### src/rtl/hbw_pkg.sv
package hbw_pkg;

   // State of the reset pulse stretcher
   typedef enum logic {
      PS_IDLE = 1'b0,
      PS_HOLD = 1'b1
   } pulse_state_e;

   // Width of a down-counter able to hold the value n-1
   function automatic int unsigned down_cnt_width(input int unsigned n);
      int unsigned w;
      w = 1;
      while ((1 << w) < n) w++;
      return w;
   endfunction

endpackage

### src/rtl/hbw_edge_detect.sv
module hbw_edge_detect #(
   parameter int unsigned SYNC_STAGES = 2
) (
   input  logic clk_i,
   input  logic rst_ni,
   input  logic async_i,
   output logic edge_o
);

   localparam int unsigned LAST = SYNC_STAGES - 1;

   logic [SYNC_STAGES-1:0] sync_q;
   logic                   prev_q;

   // Synchronizer chain: stage 0 samples the raw input
   generate
      for (genvar s = 0; s < SYNC_STAGES; s++) begin : g_stage
         if (s == 0) begin : g_first
            always_ff @(posedge clk_i or negedge rst_ni) begin
               if (!rst_ni) sync_q[0] <= 1'b0;
               else         sync_q[0] <= async_i;
            end
         end else begin : g_next
            always_ff @(posedge clk_i or negedge rst_ni) begin
               if (!rst_ni) sync_q[s] <= 1'b0;
               else         sync_q[s] <= sync_q[s-1];
            end
         end
      end
   endgenerate

   // Previous synchronized level, used to spot a transition
   always_ff @(posedge clk_i or negedge rst_ni) begin
      if (!rst_ni) prev_q <= 1'b0;
      else         prev_q <= sync_q[LAST];
   end

   assign edge_o = sync_q[LAST] ^ prev_q;

endmodule

### src/rtl/hbw_interval_counter.sv
module hbw_interval_counter #(
   parameter int unsigned CNT_W = 20
) (
   input  logic             clk_i,
   input  logic             rst_ni,
   input  logic             clear_i,
   input  logic             hold_i,
   output logic [CNT_W-1:0] count_o,
   output logic             expire_o
);

   localparam logic [CNT_W-1:0] CNT_MAX = {CNT_W{1'b1}};
   localparam logic [CNT_W-1:0] CNT_ONE = {{(CNT_W-1){1'b0}}, 1'b1};

   logic [CNT_W-1:0] cnt_q;
   logic [CNT_W-1:0] cnt_d;

   // Expiry: terminal count reached with no refresh and no pulse in flight
   assign expire_o = (cnt_q == CNT_MAX) && !clear_i && !hold_i;

   always_comb begin
      if (hold_i || clear_i || expire_o) cnt_d = '0;
      else                               cnt_d = cnt_q + CNT_ONE;
   end

   always_ff @(posedge clk_i or negedge rst_ni) begin
      if (!rst_ni) cnt_q <= '0;
      else         cnt_q <= cnt_d;
   end

   assign count_o = cnt_q;

endmodule

### src/rtl/hbw_pulse_stretch.sv
module hbw_pulse_stretch #(
   parameter int unsigned PULSE_CYCLES = 16
) (
   input  logic clk_i,
   input  logic rst_ni,
   input  logic fire_i,
   output logic pulse_o,
   output logic first_o
);

   import hbw_pkg::*;

   logic first_q;

   generate
      if (PULSE_CYCLES == 1) begin : g_single
         logic pulse_q;
         always_ff @(posedge clk_i or negedge rst_ni) begin
            if (!rst_ni) pulse_q <= 1'b0;
            else         pulse_q <= fire_i && !pulse_q;
         end
         always_ff @(posedge clk_i or negedge rst_ni) begin
            if (!rst_ni) first_q <= 1'b0;
            else         first_q <= fire_i && !pulse_q;
         end
         assign pulse_o = pulse_q;
      end else begin : g_multi
         localparam int unsigned PW = down_cnt_width(PULSE_CYCLES);
         localparam logic [PW-1:0] LOAD = PW'(PULSE_CYCLES - 1);
         localparam logic [PW-1:0] DEC  = {{(PW-1){1'b0}}, 1'b1};

         pulse_state_e state_q;
         logic [PW-1:0] left_q;

         always_ff @(posedge clk_i or negedge rst_ni) begin
            if (!rst_ni) begin
               state_q <= PS_IDLE;
               left_q  <= '0;
            end else begin
               case (state_q)
                  PS_IDLE: begin
                     if (fire_i) begin
                        state_q <= PS_HOLD;
                        left_q  <= LOAD;
                     end
                  end
                  PS_HOLD: begin
                     if (left_q == '0) state_q <= PS_IDLE;
                     else              left_q  <= left_q - DEC;
                  end
                  default: state_q <= PS_IDLE;
               endcase
            end
         end

         always_ff @(posedge clk_i or negedge rst_ni) begin
            if (!rst_ni) first_q <= 1'b0;
            else         first_q <= fire_i && (state_q == PS_IDLE);
         end

         assign pulse_o = (state_q == PS_HOLD);
      end
   endgenerate

   assign first_o = first_q;

endmodule

### src/rtl/hbw_watchdog.sv
module hbw_watchdog #(
   parameter int unsigned CNT_W        = 20,
   parameter int unsigned SYNC_STAGES  = 2,
   parameter int unsigned PULSE_CYCLES = 16
) (
   input  logic             clk_i,
   input  logic             rst_ni,
   input  logic             heartbeat_i,
   output logic             cpu_rst_o,
   output logic             arm_clr_o,
   output logic [CNT_W-1:0] elapsed_o
);

   // Elaboration-time parameter checks
   generate
      if (CNT_W < 2 || CNT_W > 32) begin : g_bad_cnt_w
         $error("hbw_watchdog: CNT_W must lie in 2..32");
      end
      if (SYNC_STAGES < 2) begin : g_bad_sync
         $error("hbw_watchdog: SYNC_STAGES must be at least 2");
      end
      if (PULSE_CYCLES < 1) begin : g_bad_pulse
         $error("hbw_watchdog: PULSE_CYCLES must be at least 1");
      end
   endgenerate

   logic hb_edge;
   logic expire;
   logic pulse;
   logic first;

   hbw_edge_detect #(
      .SYNC_STAGES (SYNC_STAGES)
   ) u_edge (
      .clk_i   (clk_i),
      .rst_ni  (rst_ni),
      .async_i (heartbeat_i),
      .edge_o  (hb_edge)
   );

   hbw_interval_counter #(
      .CNT_W (CNT_W)
   ) u_cnt (
      .clk_i    (clk_i),
      .rst_ni   (rst_ni),
      .clear_i  (hb_edge),
      .hold_i   (pulse),
      .count_o  (elapsed_o),
      .expire_o (expire)
   );

   hbw_pulse_stretch #(
      .PULSE_CYCLES (PULSE_CYCLES)
   ) u_pulse (
      .clk_i   (clk_i),
      .rst_ni  (rst_ni),
      .fire_i  (expire),
      .pulse_o (pulse),
      .first_o (first)
   );

   assign cpu_rst_o = pulse;
   assign arm_clr_o = first;

endmodule

### config.mk
export PLATFORM = sky130hd
export DESIGN_NAME = hbw_watchdog
export DESIGN_NICKNAME = d
export VERILOG_FILES = /design/src/rtl/hbw_pkg.sv /design/src/rtl/hbw_edge_detect.sv /design/src/rtl/hbw_interval_counter.sv /design/src/rtl/hbw_pulse_stretch.sv /design/src/rtl/hbw_watchdog.sv
export SDC_FILE = /design/constraint.sdc
export NUM_CORES = 1
export LEC_CHECK = 0
export CAP_MARGIN = 20
export CORE_MARGIN = 1
export CORE_UTILIZATION = 30
export CTS_BUF_LIST = sky130_fd_sc_hd__clkbuf_2 sky130_fd_sc_hd__clkbuf_4 sky130_fd_sc_hd__clkbuf_8
export DETAILED_ROUTE_END_ITERATION = 10
export DONT_BUFFER_PORTS = 1
export PLACE_DENSITY = 0.5
export SYNTH_ARGS = -nofsm -noshare
export SYNTH_HDL_FRONTEND = slang
export SYNTH_SLANG_ARGS = --single-unit
### constraint.sdc
create_clock -name clk_i -period 2.7 [get_ports clk_i]
set_input_delay 0.54 -clock clk_i [delete_from_list [all_inputs] [get_ports clk_i]]
set_output_delay 0.54 -clock clk_i [all_outputs]
set_load 0.005 [all_outputs]
==> metrics, run 1 <==
max_cap viols=0; WL/cell=about 15 um; period utilisation layout=around 74%; Post-CTS Setup Inserts=0; most frequent cells in the layout=29 x dfrtp_1, 21 x nor2_1, 10 x nand2_1, 10 x xnor2_1, 8 x xor2_1; RSZ-0062 raised after global routing=no; Die Wd=~70 um; Worst Setup End Kind=flop; root buffer cell=clkbuf_8; antenna violations before repair=0; I/O pin cnt=25; Post-Route Setup TNS=0 ns; mapped cell area=between 0.001 and 0.0015 sq mm; core area=roughly 0.0044 sq mm; CTS HTree Levels=2; Routed Antenna Nets=0; largest family of logic cells by synthesized area=simple AND/OR/NAND/NOR gates; grt total ovfl=0; R2R depth=5; Slew @ Worst Pin=just under 0.5 ns; Worst path max stage delay=~0.53 ns; Synth Area in Adders=under 10%; post-synthesis simple-gate area fraction=between 20% and 30%; Tot GR Track Use=between 10% and 20%; r2r setup slk=between 0.7 and 0.8 ns; largest net degree at the start of global routing=30; Iter 0 DRT Violations=40; mux cell area share after synthesis=0%; post-synth cell types=26; Final Critical Period=about 2 ns; DR vias=between 900 and 1,000; max-slew violation count=0; Avg Synthesized Cell Area=between 10 and 15 sq um; first-pass GRT wire length=4730 um; CP max-delay cell=or4_4; DRT Pass-1 Iters=5; detailed-route DRC error count=0; XOR/XNOR Fraction of Synth Area=between 10 and 15%; Port Buffers=0; Worst VDD drop=around 0.00013 V; TritonCTS clock tree=built; post-synthesis sequential area ratio=52.3%; DR vias/cell=between 5 and 6; Nets=roughly 150; n_diodes=0; # rows=24; leakage power total=about 0.00068 uW; Die ar.=0.00490 sq mm; worst-path cell chain=ha_1 -> nand3_1 -> or4_4 -> o21ai_4 -> nor2_1; warnings from Yosys=0; Critical Path RT=between 2 and 3 ns; layout cells sized above 1=12.9%; clk buf depth=2; DPL Wire Length=approximately 2000 um; Synth Instances=around 130; final hold viol count=0; clock sinks=29; Total Wirelength=around 2900 um; clock latency on the worst-skew pair=between 0.2 and 0.3 ns; Layout area overhead=12.6%; Crit Path Max Fanout=18; die height=between 70 and 80 um; commonest non-fill, non-tap cell in the layout=dfrtp_1; Min Hold Slack=a little under 0.08 ns; placed cells=183; kind of critical path=reg2reg; FF-to-FF Start=u_cnt.count_o[0]; Pwr Density=550 mW/mm^2; Min-Delay Path Class=in2async; area of the multi-input gates=between 600 and 700 sq um; Mapped Nets=137; Setup-failing EPs final=0; number of global-route vias before repair=~960; status=complete, no violations; Fmax=~500 MHz; CTS Buf Count=5; final cell count without fillers=about 190; Initial Util=between 30% and 40%; clock transition at the registers of the reported paths=0.06 ns; Fill cells=444; worst r2r dst=u_cnt.count_o[16]; Slew headroom=a little under 70%; CP Launch Type=flop; GP Congestion=0.719; post-synthesis compound-gate area fraction=about 5.4%; clk_skew=0.00361 ns; Arr. time, crit path=2.13 ns; register area=slightly above 700 sq um; Seq cells post-synth=29
## report_power, final
group / leakage [uW] / switching, uW / internal (uW)
combinational: 0.000235 / 25.8 / 13.2
clock: 0.0000477 / 152 / 212
sequential: 0.000396 / 12.5 / 444
## worst max path at each step
stage	startpoint	to	slack, ns	cells past startpoint
6_report	u_cnt.count_o[0]	u_cnt.count_o[16]	0.71	5
5_1_grt	u_cnt.count_o[0]	u_cnt.count_o[16]	0.59	5
4_1_cts	u_cnt.count_o[0]	u_cnt.count_o[16]	0.68	5
3_5_place_dp	u_cnt.count_o[0]	u_cnt.count_o[5]	0.69	5
3_3_place_gp	u_cnt.count_o[8]	u_cnt.count_o[11]	0.74	4
2_1_floorplan	u_cnt.count_o[0]	u_cnt.count_o[8]	0.75	6
## per-stage QoR
stage	cell area, sq um	utilization, %	worst slack (ns)	total power [uW]
5_1_grt	1560	35.4	0.593	900
6_report	1560	35.4	0.705	859
2_1_floorplan	1390	-	0.745	487
4_1_cts	1560	35.4	0.684	876
3_5_place_dp	1450	32.9	0.692	493
3_3_place_gp	1450	32.9	0.736	493
## final cells by class
class                   count  share of cell area, %
flip-flops and latches     29                   46.4
well taps                  52                   4.16
multi-input cells          95                   40.4
repair buffers              2                   1.76
inverters                   6                   1.44
clock buffers               7                   5.76
## state kept, by name, indices dropped and copies added, names as in the netlist
signal	count
u_edge.sync_q	2
u_pulse.first_o	1
u_cnt.count_o	20
u_edge.prev_q	1
u_pulse.g_multi.left_q	4
u_pulse.pulse_o	1
## metal layers
metal,track usage [%],share of wire (%),vias up
met4,4.67,0.45,0
met2,20.3,47,26
met5,0,0,-
met3,5.63,5.9,2
li1,-,-,469
met1,15.5,47,481
## repair_timing
action | 4_1_cts | 5_1_grt
gates resized for setup | 0 | 0
hold buffers | 1 | 0
hold endpoints to repair | 29 | 0
## worst max-delay path, delay by kind of cell, from the launching register on
kind	cells	cell delay [ns]
flip-flops	1	0.43
AND/OR/NAND/NOR	3	0.74
adder cells (fa/ha/maj)	1	0.22
AO/OA/AOI/OAI	1	0.44
## kinds of logic after synthesis
logic type,count (synthesis)
xor+xnor,18
compound gates,10
simple gates,64
fa+ha+maj,3
buf+inv,7
flops,29
## synth_stat cells (all sizes together)
master | count | share of area (%)
nand3 | 6 | 2.2
xor2 | 8 | 5.0
o31ai | 1 | 0.54
and4 | 2 | 1.3
or3 | 2 | 0.90
a22oi | 1 | 0.54
nor2 | 21 | 5.7
xnor2 | 10 | 6.3
nor3 | 5 | 1.8
nor4 | 4 | 1.8
o21ai | 3 | 1.9
or4 | 3 | 2.4
or2 | 1 | 0.45
inv | 6 | 1.6
buf | 1 | 0.54
nand2 | 10 | 2.7
a21oi | 4 | 1.7
nand4 | 8 | 5.8
o311a | 1 | 0.72
and2 | 1 | 0.45
dfrtp | 29 | 52
ha | 3 | 2.7
or3b | 1 | 0.63
No activity file was read; power rests on OpenSTA's default activity.
==> inputs of run 2 (changes only) <==
- ABC_AREA: unset -> 1
- PLACE_DENSITY: 0.5 -> 0.51
- clock period: 2.7 -> 1.76 ns (I/O delays scaled with it)
==> run 2 against run 1 <==
Worst hold slack improved by 0.026 ns; sequential power rose by 53%; sequential cell count did not move; largest power group unchanged; critical path depth rose by 3.
==> metrics, run 2 <==
antenna violations before repair=0 (unchanged); Min-Delay Path Class=in2reg; Slew headroom=75.0% (+7.3 points); post-synthesis sequential area ratio=46.5% (-5.8 points); register area=726 sq um (unchanged); Clk pwr share=42.0% (-0.3 points); top cell type's share of synthesized area=46.5% (-5.8 points); Worst Setup End Kind=flop; first-pass GRT wire length=5470 um (+16%); Post-Route Setup TNS=0 ns (unchanged); ys async rst share=100% (unchanged); post-synthesis simple-gate area fraction=36.5% (+10 points); Area contributors post-synth=dfrtp_1 46%, nand2_1 13%, nor2_1 7.5%; Layout area overhead=12.3%; Die ar.=0.00550 sq mm (+12%); Hold Startpoint=heartbeat_i; Initial Util=32.0% (+0.57 points); commonest non-fill, non-tap cell in the layout=nand2_1; final hold viol count=0 (unchanged); cts repair resizes=0 (unchanged); hold endpoint=u_edge.sync_q[0]; Post-synth EDFFs=0 (unchanged); RSZ-0062 raised after global routing=no; die height=74.1 um (+5.9%); WL/cell=11.3 um (-25%); Iter 0 DRT Violations=69 (+73%); Critical Path RT=1.92 ns (-0.92 ns); FF-to-FF Start=u_cnt.count_o[1]; Tot GR Track Use=13.5% (+0.64 points); # rows=25 (+4.2%); Comb pwr share=6.1% (+1.6 points); worst-path cell chain=ha_1 -> nand2_2 -> nor2_4 -> nand2_2 -> nor2_4 -> nand2_4 -> nand2_8 -> nor2_1; r2r setup slk=0.21 ns (-0.50 ns); TritonCTS clock tree=built; clock transition at the registers of the reported paths=0.06 ns (about the same); clk_skew=0.00521 ns (+0.00159 ns); XOR/XNOR Fraction of Synth Area=5.05% (-6.3 points); post-synth cell types=21 (-19%); GP Congestion=0.738 (+2.6%); status=complete, no violations; I/O pin cnt=25 (unchanged); Hold Path Depth=0; max_cap viols=0 (unchanged); CTS HTree Levels=2 (unchanged); Crit Path Max Fanout=19 (+1); Die Wd=74.1 um (+5.9%); Avg Synthesized Cell Area=7.89 sq um (-26%); switching part of the total power=22.9% (+0.75 points); layout cells sized above 1=12.5% (-0.45 points); CP Launch Point=u_cnt.count_o[1]; Seq cells post-synth=29 (unchanged); kind of critical path=reg2reg; core area=0.00488 sq mm (+11%); post-synthesis compound-gate area fraction=1.84% (-3.6 points); Largest register FFs=20 (unchanged); worst r2r dst=u_cnt.count_o[11]; WP depth=8 (+3); DR vias=1,178 (+20%); internal cell power=1040 uW (+55%); CP top delay family=simple AND/OR/NAND/NOR gates; Worst VDD drop=0.000449 V (+240%); Fmax=645 MHz (+29%); area of the multi-input gates=714 sq um (+13%); CTS Buf Count=5 (unchanged); Arr. time, crit path=1.71 ns (-0.42 ns); Total Wirelength=3100 um (+8.0%); Final Critical Period=1.55 ns (-0.445 ns); Mapped Nets=204 (+49%); max-slew violation count=0 (unchanged); Pwr Density=768 mW/mm^2 (+40%); most frequent cells in the layout=54 x nand2_1, 31 x nor2_1, 29 x dfrtp_1; largest family of logic cells by synthesized area=simple AND/OR/NAND/NOR gates; NetSw=308 uW (+62%); Slew @ Worst Pin=0.374 ns (-0.110 ns); total power=1350 uW (+57%); Fill cells=554 (+25%); n_diodes=0 (unchanged); leakage power total=0.000799 uW (+18%); Reg power frac=51.9% (-1.3 points); root buffer cell=clkbuf_8; Synth Area in Adders=2.40% (-0.30 points); largest net degree at the start of global routing=30 (unchanged); mapped cell area=0.00156 sq mm (+13%); R2R depth=8 (+3); Port Buffers=0 (unchanged); Routed Antenna Nets=0 (unchanged); number of global-route vias before repair=1,130 (+18%); warnings from Yosys=0 (unchanged); period utilisation layout=88.1% (+14 points); Setup-failing EPs final=0 (unchanged); clock sinks=29 (unchanged); CP max-delay cell=dfrtp_1; detailed-route DRC error count=0 (unchanged); clk buf depth=2 (unchanged); Primary FF master, synth=dfrtp_1; commonest cells in the synthesized netlist=54 x nand2_1, 31 x nor2_1, 29 x dfrtp_1, 27 x inv_1, 17 x nand3_1; Worst Path Buf+Inv=0 (unchanged); grt total ovfl=0 (unchanged); count leader, synth=nand2_1; Worst path max stage delay=0.40 ns (-0.13 ns); CP Launch Type=flop; Synth Instances=198 (+51%); clock latency on the worst-skew pair=0.28 ns (about the same); DR vias/cell=4.28 (-16%); Min Hold Slack=0.104 ns (+0.0259 ns); dominant cell type by area after synthesis=dfrtp_1; mux cell area share after synthesis=0% (unchanged); DPL Wire Length=2290 um (+12%); Nets=213 (+47%); DRT Pass-1 Iters=4 (-1)
-- run 2: cell count changes in the layout (fill, tap and decap cells not counted), sizes merged, moves of 5 or more --
cell   previous run  this run
nand2            10        58
inv               6        27
nand3             6        17
xnor2            10         5
nor2             21        43
-- run 2: cells by family (layout without fill, tap and decap cells) --
group                    count (synthesis)  after routing
AND/OR/NAND/NOR                        124            124
XOR/XNOR                                 9              9
flip-flops                              29             29
AO/OA/AOI/OAI                            5              5
adder cells (fa/ha/maj)                  3              3
buffers and inverters                   28             38
-- run 2: area by class of cell --
cell class | count | share of cell area [%]
sequential | 29 | 41.4
multi-input combinational | 141 | 40.7
timing repair buffer | 3 | 2.14
clock buffer | 8 | 5.21
tap | 67 | 4.78
inverter | 27 | 5.78
-- run 2: metal layers --
metal  part of all wire, %  wire [um]  track usage, %
met3                   7.3        226            5.56
met2                    41       1280            19.7
met1                    50       1540            17.6
met5                     0          0               0
met4                   1.9         59            5.77
-- run 2: worst register-to-register path, stage by stage, from the launching register on --
cell and delay, ns:
dfrtp_1 0.40, ha_1 0.23, nand2_2 0.09, nor2_4 0.10, nand2_2 0.10, nor2_4 0.16, nand2_4 0.11, nand2_8 0.17
nor2_1 0.07
-- run 2: repair_timing --
action | 4_1_cts | 5_1_grt
hold buffers | 2 | 0
setup buffers | 0 | 0
hold endpoints to repair | 29 | 0
-- run 2: how the worst max path moves through the flow --
| stage | endpoint | slack (ns) |
|---|---|---|
| after floorplan | u_cnt.count_o[16] | 0.26 |
| after global placement | u_cnt.count_o[10] | 0.24 |
| after detailed placement | u_cnt.count_o[9] | 0.20 |
| after CTS | u_cnt.count_o[11] | 0.18 |
| after global routing | u_cnt.count_o[9] | 0.09 |
| final | u_cnt.count_o[11] | 0.21 |
-- run 2: metrics by stage --
step / setup WS, ns / instance area, sq um / instances / util, %
detailed placement: 0.195 / 1630 / 265 / 33.5
floorplan: 0.258 / 1560 / 198 / -
finish: 0.210 / 1750 / 275 / 35.9
CTS: 0.184 / 1750 / 275 / 35.9
global placement: 0.239 / 1630 / 265 / 33.5
global route: 0.0923 / 1750 / 275 / 35.9
-- run 2: power by group through the flow --
stage	combinational, uW	clock (uW)	sequential (uW)
floorplan	55.3	0	711
global placement	63.9	0	711
detailed placement	64.4	0	712
CTS	86.3	591	699
global route	94.9	622	701
finish	82.1	565	699
==> inputs of run 3 (changes only) <==
- ABC_AREA: 1 -> unset
- SETUP_SLACK_MARGIN: unset -> 0.2
==> run 3 against run 2 <==
Clock-buffer cell count fell by 1; sequential share of layout area is 3.7 points lower; sequential power about the same; critical path type unchanged; final area up 10%; worst hold slack worse by 0.00057 ns; critical path depth decreased by 4; register-to-register slack worse by 0.14 ns; routed wire length grew 3.2%.
==> metrics, run 3 (same netlist as run 1, synthesis figures left out) <==
n_diodes=0 (unchanged); layout cells sized above 1=37.6% (+25 points); Critical Path Sink=u_cnt.count_o[19]; commonest non-fill, non-tap cell in the layout=buf_4; kind of critical path=reg2reg; clock sinks=29 (unchanged); most frequent cells in the layout=28 x buf_4, 26 x dfrtp_1, 18 x nor2_1; r2r setup slk=0.07 ns (-0.14 ns); core area=0.00441 sq mm (-9.5%); M2 GR Usage=22.5% (+2.8 points); root buffer cell=clkbuf_8; Crit Path Max Fanout=4 (-15); CP top delay family=simple AND/OR/NAND/NOR gates; clock latency on the worst-skew pair=0.27 ns (about the same); FF-to-FF Start=u_cnt.count_o[11]; Arr. time, crit path=1.90 ns (+0.19 ns); CP dominant cell by count=or4_4; max_cap viols=0 (unchanged); RSZ-0062 raised after global routing=yes; detailed-route DRC error count=0 (unchanged); Critical Path RT=1.97 ns (+0.05 ns); max-slew violation count=0 (unchanged); total power=1410 uW (+4.5%); Worst Path Buf+Inv=0 (unchanged); status=complete, no violations; busiest grt layer=met2; DRT Pass-1 Iters=4 (unchanged); CTS Buf Count=5 (unchanged); die height=70.0 um (-5.6%); final instance area=0.00194 sq mm (+10%); Min-Delay Path Class=in2reg; Worst VDD drop=0.000283 V (-37%); clk buf depth=2 (unchanged); grt total ovfl=0 (unchanged); worst r2r dst=u_cnt.count_o[19]; Final Critical Period=1.69 ns (+0.142 ns); Worst path max stage delay=0.56 ns (+0.16 ns); Worst Setup End Kind=flop; Die Wd=70.0 um (-5.6%); antenna violations before repair=0 (unchanged); CP max-delay cell=or4_4; WL/cell=14.4 um (+28%); Port Buffers=0 (unchanged); R2R depth=4 (-4); worst-path cell chain=nand4_4 -> or4_4 -> or4_4 -> a21oi_2; Setup-failing EPs final=0 (unchanged); Slew headroom=81.7% (+6.7 points); Iter 0 DRT Violations=64 (-7.2%); DPL Wire Length=2210 um (-3.3%); Routed Antenna Nets=0 (unchanged); CP Launch Type=flop; clock transition at the registers of the reported paths=0.06 ns (about the same); Tot GR Track Use=14.3% (+0.78 points); Largest register FFs=20 (unchanged); WP depth=4 (-4); Post-DP Area=0.00164 sq mm (+0.23%); # rows=24 (-4.0%); DR vias/cell=4.91 (+15%); Nets=175 (-18%); final hold viol count=0 (unchanged); routing usage on met3=5.19% (-0.36 points); leakage power total=0.000880 uW (+10%); CP Launch Point=u_cnt.count_o[11]; GP Congestion=0.693 (-6.2%); Total Wirelength=3200 um (+3.2%); first-pass GRT wire length=5440 um (-0.49%); number of global-route vias before repair=1,144 (+1.2%); clk_skew=0.00419 ns (-0.00102 ns); Die ar.=0.00490 sq mm (-11%); Layout area overhead=39.6%; Initial Util=31.4% (-0.57 points); largest net degree at the start of global routing=30 (unchanged); I/O pin cnt=25 (unchanged); DR vias=1,090 (-7.5%); period utilisation layout=96.2% (+8.1 points); M1 GR Usage=18.6% (+1.0 points); Fmax=591 MHz (-8.4%); Slew @ Worst Pin=0.274 ns (-0.100 ns); TritonCTS clock tree=built; Pwr Density=726 mW/mm^2 (-5.4%); CTS HTree Levels=2 (unchanged)
[run 3: cell count changes in the layout (fill, tap and decap cells not counted), sizes merged, moves of 5 or more]
cell and change:
xnor2 +5, nand3 -11, buf +29, nand2 -48, nor2 -22, inv -21
[run 3: where the power goes]
part	total [uW]	internal (uW)	switching (uW)	leakage, uW
registers	697	682	15.1	0.000391
logic	115	53.1	62.4	0.000434
clock network	594	353	242	0.0000542
total	1410	1090	319	0.000880
[run 3: worst min-delay path by stage]
stage                           start          endpoint  slack [ns]  cells past startpoint
final                     heartbeat_i  u_edge.sync_q[0]        0.10                      0
after floorplan                rst_ni  u_cnt.count_o[0]        0.06                      0
after detailed placement       rst_ni  u_cnt.count_o[7]        0.06                      0
after global placement         rst_ni  u_cnt.count_o[7]        0.06                      0
after CTS                 heartbeat_i  u_edge.sync_q[0]        0.09                      0
after global routing      heartbeat_i  u_edge.sync_q[0]        0.08                      0
[run 3: per-stage QoR]
step	util, %	TNS, ns	instances	setup WS, ns	hold slack, ns
2_1_floorplan	-	-0.0934	131	-0.0101	0.0564
3_3_place_gp	37.1	0	202	0.0753	0.0573
3_5_place_dp	37.1	0	202	0.0457	0.0573
4_1_cts	41.3	0	218	0.0723	0.0932
5_1_grt	43.9	0	222	0.0144	0.0788
6_report	43.9	0	222	0.0673	0.103
[run 3: final cells by class]
class                   count  area, sq um
fillers                   415         2480
inverters                   6         22.5
multi-input cells          95          747
well taps                  52         65.1
repair buffers             32          272
clock inverters             1         5.00
flip-flops and latches     29          729
clock buffers               7         96.3
[run 3: timing repair]
action	CTS	global route
pin swaps	11	8
setup endpoints to repair	23	25
endpoints found under the hold margin	29	0
hold buffers	2	0
setup buffers	6	4
resized for setup	5	13
cloned	0	0
[run 3: routing by layer]
| metal | vias to the layer above | routed length (um) | part of all wire, % |
|---|---|---|---|
| met3 | 2 | 147 | 4.6 |
| li1 | 528 | - | - |
| met5 | - | 0 | 0 |
| met4 | 0 | 19 | 0.59 |
| met2 | 21 | 1570 | 49 |
| met1 | 539 | 1470 | 46 |
